File: src/rtl/wsr_pkg.sv
package wsr_pkg;

    localparam int IDX_W    = 2;
    localparam int NUM_REGS = 3;

    typedef enum logic [IDX_W-1:0] {
        IDX_MOD = 2'd0,
        IDX_RND = 2'd1,
        IDX_ACC = 2'd2,
        IDX_BAD = 2'd3
    } wsr_idx_e;

    typedef struct packed {
        logic     en;
        wsr_idx_e idx;
    } wr_req_t;

    function automatic logic idx_legal(input wsr_idx_e idx);
        return idx != IDX_BAD;
    endfunction

    function automatic logic idx_writable(input int unsigned slot);
        return slot != int'(IDX_RND);
    endfunction

endpackage

File: src/rtl/wsr_const_src.sv
module wsr_const_src #(
    parameter int          DATA_W = 256,
    parameter logic [3:0]  NIB    = 4'h9
) (
    output logic [DATA_W-1:0] value
);
    localparam int NIB_CNT = DATA_W / 4;

    for (genvar n = 0; n < NIB_CNT; n++) begin : g_nib
        assign value[n*4 +: 4] = NIB;
    end
endmodule

File: src/rtl/wsr_slot.sv
module wsr_slot #(
    parameter int DATA_W = 256
) (
    input  logic              clk,
    input  logic              rst,
    input  logic              wr_hit,
    input  logic [DATA_W-1:0] wr_data,
    input  logic              commit,
    input  logic              abort,
    output logic [DATA_W-1:0] cur_val,
    output logic              pend_vld,
    output logic [DATA_W-1:0] pend_val
);
    logic [DATA_W-1:0] stored_q;
    logic [DATA_W-1:0] staged_q;
    logic              staged_vld_q;

    always_ff @(posedge clk) begin
        if (rst) begin
            stored_q     <= '0;
            staged_q     <= '0;
            staged_vld_q <= 1'b0;
        end else if (abort) begin
            staged_vld_q <= 1'b0;
        end else begin
            if (commit && staged_vld_q) begin
                stored_q     <= staged_q;
                staged_vld_q <= 1'b0;
            end
            if (wr_hit) begin
                staged_q     <= wr_data;
                staged_vld_q <= 1'b1;
            end
        end
    end

    assign cur_val  = stored_q;
    assign pend_vld = staged_vld_q;
    assign pend_val = staged_vld_q ? staged_q : '0;

    // abort leaves nothing pending
    p_abort_clears_r5: assert property (@(posedge clk) disable iff (rst)
        abort |=> !pend_vld);

    // abort keeps stored contents
    p_abort_keeps_r5: assert property (@(posedge clk) disable iff (rst)
        abort |=> $stable(cur_val));

    // without commit the visible value does not move
    p_hold_r3: assert property (@(posedge clk) disable iff (rst)
        !commit |=> $stable(cur_val));

    // commit with pending data loads it
    p_commit_load_r4: assert property (@(posedge clk) disable iff (rst)
        (commit && !abort && pend_vld) |=> cur_val == $past(pend_val));

    // a write makes the slot pending
    p_write_pends_r3: assert property (@(posedge clk) disable iff (rst)
        (wr_hit && !abort) |=> pend_vld);
endmodule

File: src/rtl/wsr_file.sv
module wsr_file
    import wsr_pkg::*;
#(
    parameter int         DATA_W  = 256,
    parameter logic [3:0] RND_NIB = 4'h9
) (
    input  logic              clk,
    input  logic              rst,
    input  logic [1:0]        rd_idx,
    output logic [DATA_W-1:0] rd_data,
    output logic [31:0]       rd_rnd32,
    input  logic              wr_en,
    input  logic [1:0]        wr_idx,
    input  logic [DATA_W-1:0] wr_data,
    input  logic              commit,
    input  logic              abort,
    output logic [2:0]        pend_flags,
    output logic [DATA_W-1:0] pend_mod,
    output logic [DATA_W-1:0] pend_acc,
    output logic              idx_err
);
    localparam int LOW_W = (DATA_W < 32) ? DATA_W : 32;

    wr_req_t           req;
    logic [DATA_W-1:0] cur   [NUM_REGS];
    logic [DATA_W-1:0] pdata [NUM_REGS];
    logic              pvld  [NUM_REGS];
    logic              err_q;

    assign req.en  = wr_en;
    assign req.idx = wsr_idx_e'(wr_idx);

    for (genvar i = 0; i < NUM_REGS; i++) begin : g_reg
        if (idx_writable(i)) begin : g_rw
            wsr_slot #(.DATA_W(DATA_W)) i_slot (
                .clk      (clk),
                .rst      (rst),
                .wr_hit   (req.en && (req.idx == wsr_idx_e'(i))),
                .wr_data  (wr_data),
                .commit   (commit),
                .abort    (abort),
                .cur_val  (cur[i]),
                .pend_vld (pvld[i]),
                .pend_val (pdata[i])
            );
        end else begin : g_const
            wsr_const_src #(.DATA_W(DATA_W), .NIB(RND_NIB)) i_src (
                .value (cur[i])
            );
            assign pvld[i]  = 1'b0;
            assign pdata[i] = '0;
        end
    end

    always_comb begin
        rd_data = '0;
        if (idx_legal(wsr_idx_e'(rd_idx))) begin
            rd_data = cur[rd_idx];
        end
    end

    always_comb begin
        rd_rnd32 = '0;
        rd_rnd32[LOW_W-1:0] = cur[IDX_RND][LOW_W-1:0];
    end

    always_ff @(posedge clk) begin
        if (rst) err_q <= 1'b0;
        else     err_q <= req.en && !idx_legal(req.idx);
    end

    assign idx_err    = err_q;
    assign pend_flags = {pvld[2], pvld[1], pvld[0]};
    assign pend_mod   = pdata[IDX_MOD];
    assign pend_acc   = pdata[IDX_ACC];

    // illegal write flags an error next cycle
    p_bad_write_flag_r9: assert property (@(posedge clk) disable iff (rst)
        (wr_en && wr_idx == 2'd3) |=> idx_err);

    // error only after an illegal write
    p_err_cause_r9: assert property (@(posedge clk) disable iff (rst)
        idx_err |-> $past(wr_en && wr_idx == 2'd3));

    // an illegal write creates no pending state
    p_bad_write_quiet_r9: assert property (@(posedge clk) disable iff (rst)
        (wr_en && wr_idx == 2'd3 && pend_flags == 3'b000) |=> pend_flags == 3'b000);

    // the random entry never goes pending
    p_rnd_no_pend_r6: assert property (@(posedge clk) disable iff (rst)
        !pend_flags[1]);

    // low word view matches the random entry
    p_rnd32_r7: assert property (@(posedge clk) disable iff (rst)
        rd_idx == 2'd1 |-> rd_rnd32 == rd_data[31:0]);
endmodule

File: config.mk
export PLATFORM = sky130hd
export DESIGN_NAME = wsr_file
export DESIGN_NICKNAME = d
export VERILOG_FILES = /design/src/rtl/wsr_pkg.sv /design/src/rtl/wsr_const_src.sv /design/src/rtl/wsr_slot.sv /design/src/rtl/wsr_file.sv
export SDC_FILE = /design/constraint.sdc
export NUM_CORES = 2
export LEC_CHECK = 0
export ABC_CLOCK_PERIOD_IN_PS = 1200
export BUFFER_PORTS_ARGS = -buffer_cell sky130_fd_sc_hd__buf_2
export CORE_AREA = 3 3 412 414
export DETAILED_ROUTE_END_ITERATION = 12
export DIE_AREA = 0 0 415 417
export GPL_ROUTABILITY_DRIVEN = 0
export GPL_TIMING_DRIVEN = 1
export SLEW_MARGIN = 20
export SYNTH_ARGS = -nofsm -noshare
export SYNTH_HDL_FRONTEND = slang
export SYNTH_HIERARCHICAL = 1
export SYNTH_SLANG_ARGS = --single-unit
File: constraint.sdc
create_clock -name clk -period 1.2 [get_ports clk]
set_clock_uncertainty 0.1 [all_clocks]
set_input_delay 0.12 -clock clk [delete_from_list [all_inputs] [get_ports clk]]
set_output_delay 0.12 -clock clk [all_outputs]
set_load 0.02 [all_outputs]
Word level (Yosys, flattened, before mapping)
Cells that the tools add are included.
{"block": "word_totals", "ff_bits": 1027, "input_bits": 265, "output_inout_bits": 804, "word_cells": 37}
{"block": "op_classes", "n_lt_le_gt_ge": 1, "n_eq_ne": 3, "mux": 10, "n_bitwise": 2, "reduce_logical": 14}
{"operator": "2-to-1 mux 256 bit", "n": 5}
{"operator": "binary-select mux 256 bit (select 2 bit)", "n": 1}
{"operator": "AND reduction 2 bit", "n": 4}
{"operator": "logical AND 1 bit", "n": 5}
{"operator": "2-to-1 mux 1 bit", "n": 4}
{"operator": "!= test 2 bit, second input constant", "n": 2}
{"operator": "nonzero test 2 bit", "n": 2}
{"operator": ">= comparator 3 bit, second input constant", "n": 1}
{"operator": "inverter 2 -> 3 bit", "n": 1}
{"operator": "equality test 2 bit, second input constant", "n": 1}
{"operator": "logical NOT 2 bit", "n": 1}
{"operator": "OR reduction 2 bit", "n": 1}
{"operator": "logical NOT 1 bit", "n": 1}
{"operator": "inverter 1 bit", "n": 1}

Longest topological paths before layout
{"block": "depth", "ltp_word": 5, "ltp_mapped": 7, "depth_no_buf": 4}

Hierarchy
The synthesis kept the hierarchy.
{"module": "wsr_slot", "n_inst": 2, "cells_each": 2512, "area_each_um2": 19377.3, "seq_area_each_um2": 10269.8}
{"module": "wsr_file", "n_inst": 1, "cells_each": 606, "area_each_um2": 7084.3, "seq_area_each_um2": 20.0}
{"module": "wsr_const_src", "n_inst": 1, "cells_each": 258, "area_each_um2": 1929.4, "seq_area_each_um2": 0.0}

Worst setup path before layout
OpenSTA, ideal clock, no wires.
{"block": "synth_path", "path_kind": "register -> output", "start": "reg g_reg[2].g_rw.i_slot.staged_vld_q", "end": "out pend_acc[100]", "t_arrival_ps": 1323, "required_time_ps": 980, "slack_ps": -343, "path_stages_with_launch": 5, "n_path_buf": 3, "path_cell_list": "dfxtp_1 > buf_2 > clkbuf_1 > clkbuf_1 > and2_1"}
{"block": "synth_between", "elab_chain_len": 1}
{"item": "start: declaration", "line_no": "wsr_slot.sv:16", "text": "logic staged_vld_q;"}
{"item": "start signal: assignment", "line_no": "wsr_slot.sv:22", "text": "staged_vld_q <= 1'b0;"}
{"item": "start signal: assignment", "line_no": "wsr_slot.sv:24", "text": "staged_vld_q <= 1'b0;"}
{"item": "start signal: assignment", "line_no": "wsr_slot.sv:28", "text": "staged_vld_q <= 1'b0;"}
{"item": "2-to-1 mux 256 bit", "line_no": "wsr_slot.sv:39", "text": "assign pend_val = staged_vld_q ? staged_q : '0;"}
{"item": "end: declaration", "line_no": "wsr_file.sv:19", "text": "output logic [DATA_W-1:0] pend_acc,"}
Every way passes these cells.

Final worst setup path
{"block": "layout_path", "start": "reg g_reg[0].g_rw.i_slot.staged_vld_q", "end": "out pend_mod[62]"}
{"block": "layout_between", "elab_chain_len": 1}
{"item": "start: declaration", "line_no": "wsr_slot.sv:16"}
{"item": "start signal: assignment", "line_no": "wsr_slot.sv:22"}
{"item": "start signal: assignment", "line_no": "wsr_slot.sv:24"}
{"item": "start signal: assignment", "line_no": "wsr_slot.sv:28"}
{"item": "2-to-1 mux 256 bit", "line_no": "wsr_slot.sv:39"}
{"item": "end: declaration", "line_no": "wsr_file.sv:18", "text": "output logic [DATA_W-1:0] pend_mod,"}
Every way passes these cells.

==> flow_summary.yaml <==
run_status:
  status: "finished with violations"
  failed_checks: "setup timing"
global_route:
  grt_overflow_total: 0
  grt_use_total_pct: 22.0
  grt_antenna_before_repair: 19
  grt_pass1_vias: 45500
  grt_pass1_wl_um: 292000
  grt_max_degree: 55
min_path:
  hold_class: "in2reg"
  min-delay-start: "wr_idx[0]"
  hold_path_end: "g_reg[2].g_rw.i_slot/pend_vld"
  whs_path_depth: 5
timing:
  finalCritPeriodShare_pct: 182
  final_max_slew_viol_count: 0
  max_freq_ghz: 0.458
  whs_ns: 0.0180
  hold_viol: 0
  setup_viol: 1797
  rsz0062_at_grt: "yes"
  worst_slack_ns: -0.983
  period_minus_slack_ns: 2.18
drt:
  first_pass_iters: 7
  vias: 48200
  routedWlPerCell_um: 22.4
  viasPerCell: 4.99
  antenna_left: 0
  drc: 0
  drt_wl_total_um: 216000
  drt-initial-drc-count: 4295
synth:
  yosys-top-cells-count: "nand2_1 (2048), dfxtp_1 (1027), a21oi_1 (1026)"
  synth-edff-count: 0
  synthCells: 5888
  yosysTopAreaCell: "dfxtp_1"
  synth_ff_type: "dfxtp_1"
  ys_async_sr_fraction_pct: 0
  syn_avg_cell_area_um2: 8.11
  seq_area_frac_synth_pct: 43.0
  synth_top_area_share_pct: 43.0
  ys_top_cells_by_area: "dfxtp_1 (43%), nand2_1 (16%), a21oi_1 (11%), and2_1 (6.7%), o2bb2ai_2 (6.3%)"
  yosys_warnings: 6
  synth-seq-cells: 1027
  synth_cell_types: 23
  synth_most_common_cell: "nand2_1"
  netlist_area_um2: 47800
die:
  start_util_pct: 28.7
  die_w_um: 415
  pin_count: 1069
  row_count: 150
  die_area_um2: 173000
  die_h_um: 417
  core_um2: 167000
cts:
  cts_buffers: 114
  cts_tree: "yes"
  clockBufferDepth: 3
  cts_root_buf: "clkbuf_16"
  insertion_delay_ns: 0.72
  clkTransAtPathRegs_ns: 0.06
  htreeDepth: 3
  cts.sink_count: 1027
critical_path:
  cp-start-kind: "flip-flop"
  reg2reg_slack_ns: -0.51
  cp.required_ns: 0.98
  cp-end-kind: "primary output"
  arrival_ns: 1.96
  reg2reg_from: "g_reg[2].g_rw.i_slot/pend_vld"
  path_class: "reg2out"
  reg2reg_depth: 6
  crit_fanout: 8
  r2r-end: "g_reg[2].g_rw.i_slot/cur_val[247]"
power:
  power-per-cell-area_nw_per_um2: 1100
  leakage_nw: 27.9
  max-vdd-ir-drop_mv: 1.15
  total_power_mw: 79.6
final_layout:
  areaGrowthSynthToFinish_pct: 51.6
  utilization_pct: 43.5
  drive_above_1_share_pct: 40.6
  finalNonFillerCells: 9657
  fillers: 15500
  finalNetCount: 7612
placement:
  port_buffers: 1035
  dp_hpwl_um: 145000
  place_inst: 9078
job:
  maxCapViolCount: 0
[registers in the layout (all words and copies together) (netlist names)]
name                    flops
g.g_rw.i_slot/cur_val     512
g.g_rw.i_slot/pend_vld      2
g.g_rw.i_slot/staged_q    512
idx_err                     1
[worst max-delay path by stage]
stage / from / endpoint / slack [ns] / cells past startpoint
3_5_place_dp: wr_idx[1] / g_reg[0].g_rw.i_slot/staged_q[132] / -0.74 / 8
6_report: g_reg[0].g_rw.i_slot/pend_vld / pend_mod[62] / -0.98 / 5
4_1_cts: g_reg[0].g_rw.i_slot/pend_vld / pend_mod[171] / -1.10 / 6
5_1_grt: g_reg[2].g_rw.i_slot/pend_vld / pend_acc[37] / -1.07 / 4
3_3_place_gp: wr_idx[1] / g_reg[0].g_rw.i_slot/staged_q[188] / -0.73 / 9
2_1_floorplan: g_reg[0].g_rw.i_slot/pend_vld / g_reg[0].g_rw.i_slot/cur_val[108] / -0.15 / 7
[worst max-delay path: stages, from the launching register on]
cell and delay, ns:
dfxtp_4 0.40, buf_12 0.14, buf_16 0.19, clkbuf_16 0.20
and2_4 0.15, buf_6 0.11
[stage by stage]
stage | area [µm²] | setup WS [ns] | setup TNS [ns]
after floorplan | 50200 | -0.151 | -134.94
after global placement | 57800 | -0.727 | -585.35
after detailed placement | 57800 | -0.736 | -596.24
after CTS | 66000 | -1.10 | -1043.35
after global routing | 72400 | -1.07 | -1058.63
final | 72400 | -0.983 | -947.80
[power breakdown]
part	internal, mW	switching, mW
clock	21.5	15.3
combinational	3.46	4.55
sequential	34.4	0.379
[routing by layer]
metal  up-vias  global-route usage [%]  part of all wire [%]
met1     23100                    25.9                    38
met2      2575                    37.4                    48
met4         8                    12.7                   7.3
met5         -                       0                 0.023
met3       783                    4.05                   7.5
li1      21700                       -                     -
[area by class of cell]
| type | count | area [µm²] | share of cell area (%) |
|---|---|---|---|
| inverter | 2 | 7.51 | 0.0104 |
| timing repair buffer | 1833 | 18600 | 25.7 |
| antenna | 15 | 37.5 | 0.0518 |
| clock buffer | 164 | 3330 | 4.60 |
| clock inverter | 43 | 583 | 0.805 |
| multi-input combinational | 4369 | 26000 | 35.9 |
| sequential | 1027 | 21100 | 29.1 |
| tap | 2204 | 2760 | 3.81 |
[placed cells by master (no fill, tap or decap), types with 4 or more instances in the layout]
cell type | synthesis | routed
nand2_1 | 2048 | 2048
a21oi_1 | 1026 | 1026
dfxtp_1 | 1027 | 630
buf_6 | 75 | 577
and2_4 | 0 | 446
dfxtp_2 | 0 | 387
buf_2 | 186 | 383
buf_4 | 281 | 381
dlygate4sd3_1 | 0 | 263
conb_1 | 3 | 257
o2bb2ai_2 | 200 | 192
buf_12 | 22 | 153
clkbuf_16 | 0 | 138
mux2i_1 | 256 | 121
mux2i_2 | 0 | 88
mux2i_4 | 0 | 47
and2_2 | 0 | 45
o2bb2ai_4 | 0 | 42
clkbuf_8 | 0 | 29
buf_8 | 0 | 28
o2bb2ai_1 | 56 | 22
clkbuf_1 | 178 | 21
buf_16 | 0 | 21
and2_1 | 512 | 21
clkinv_2 | 0 | 18
diode_2 | 0 | 15
bufinv_16 | 0 | 10
dfxtp_4 | 0 | 10
inv_16 | 0 | 4
clkinvlp_4 | 0 | 4
[kinds of logic (layout without fill, tap and decap cells)]
group	count (synthesis)	in the layout	synth area share, %
compound gates	1282	1282	18.1
buf+inv	746	2042	10.5
flops	1027	1027	43.0
mux	256	256	5.36
other cells	3	272	0.0236
simple gates	2574	2574	23.0
[what timing repair did]
item | in CTS | in global routing
pin swaps | 1 | 224
buffers inserted | 20 | 46
cloned | 17 | 29
hold buffers | 263 | 3
resized for setup | 294 | 1892
endpoints found under the setup margin | 1284 | 1797
hold endpoints to repair | 1027 | 4
No activity file was read; power rests on OpenSTA's default activity.
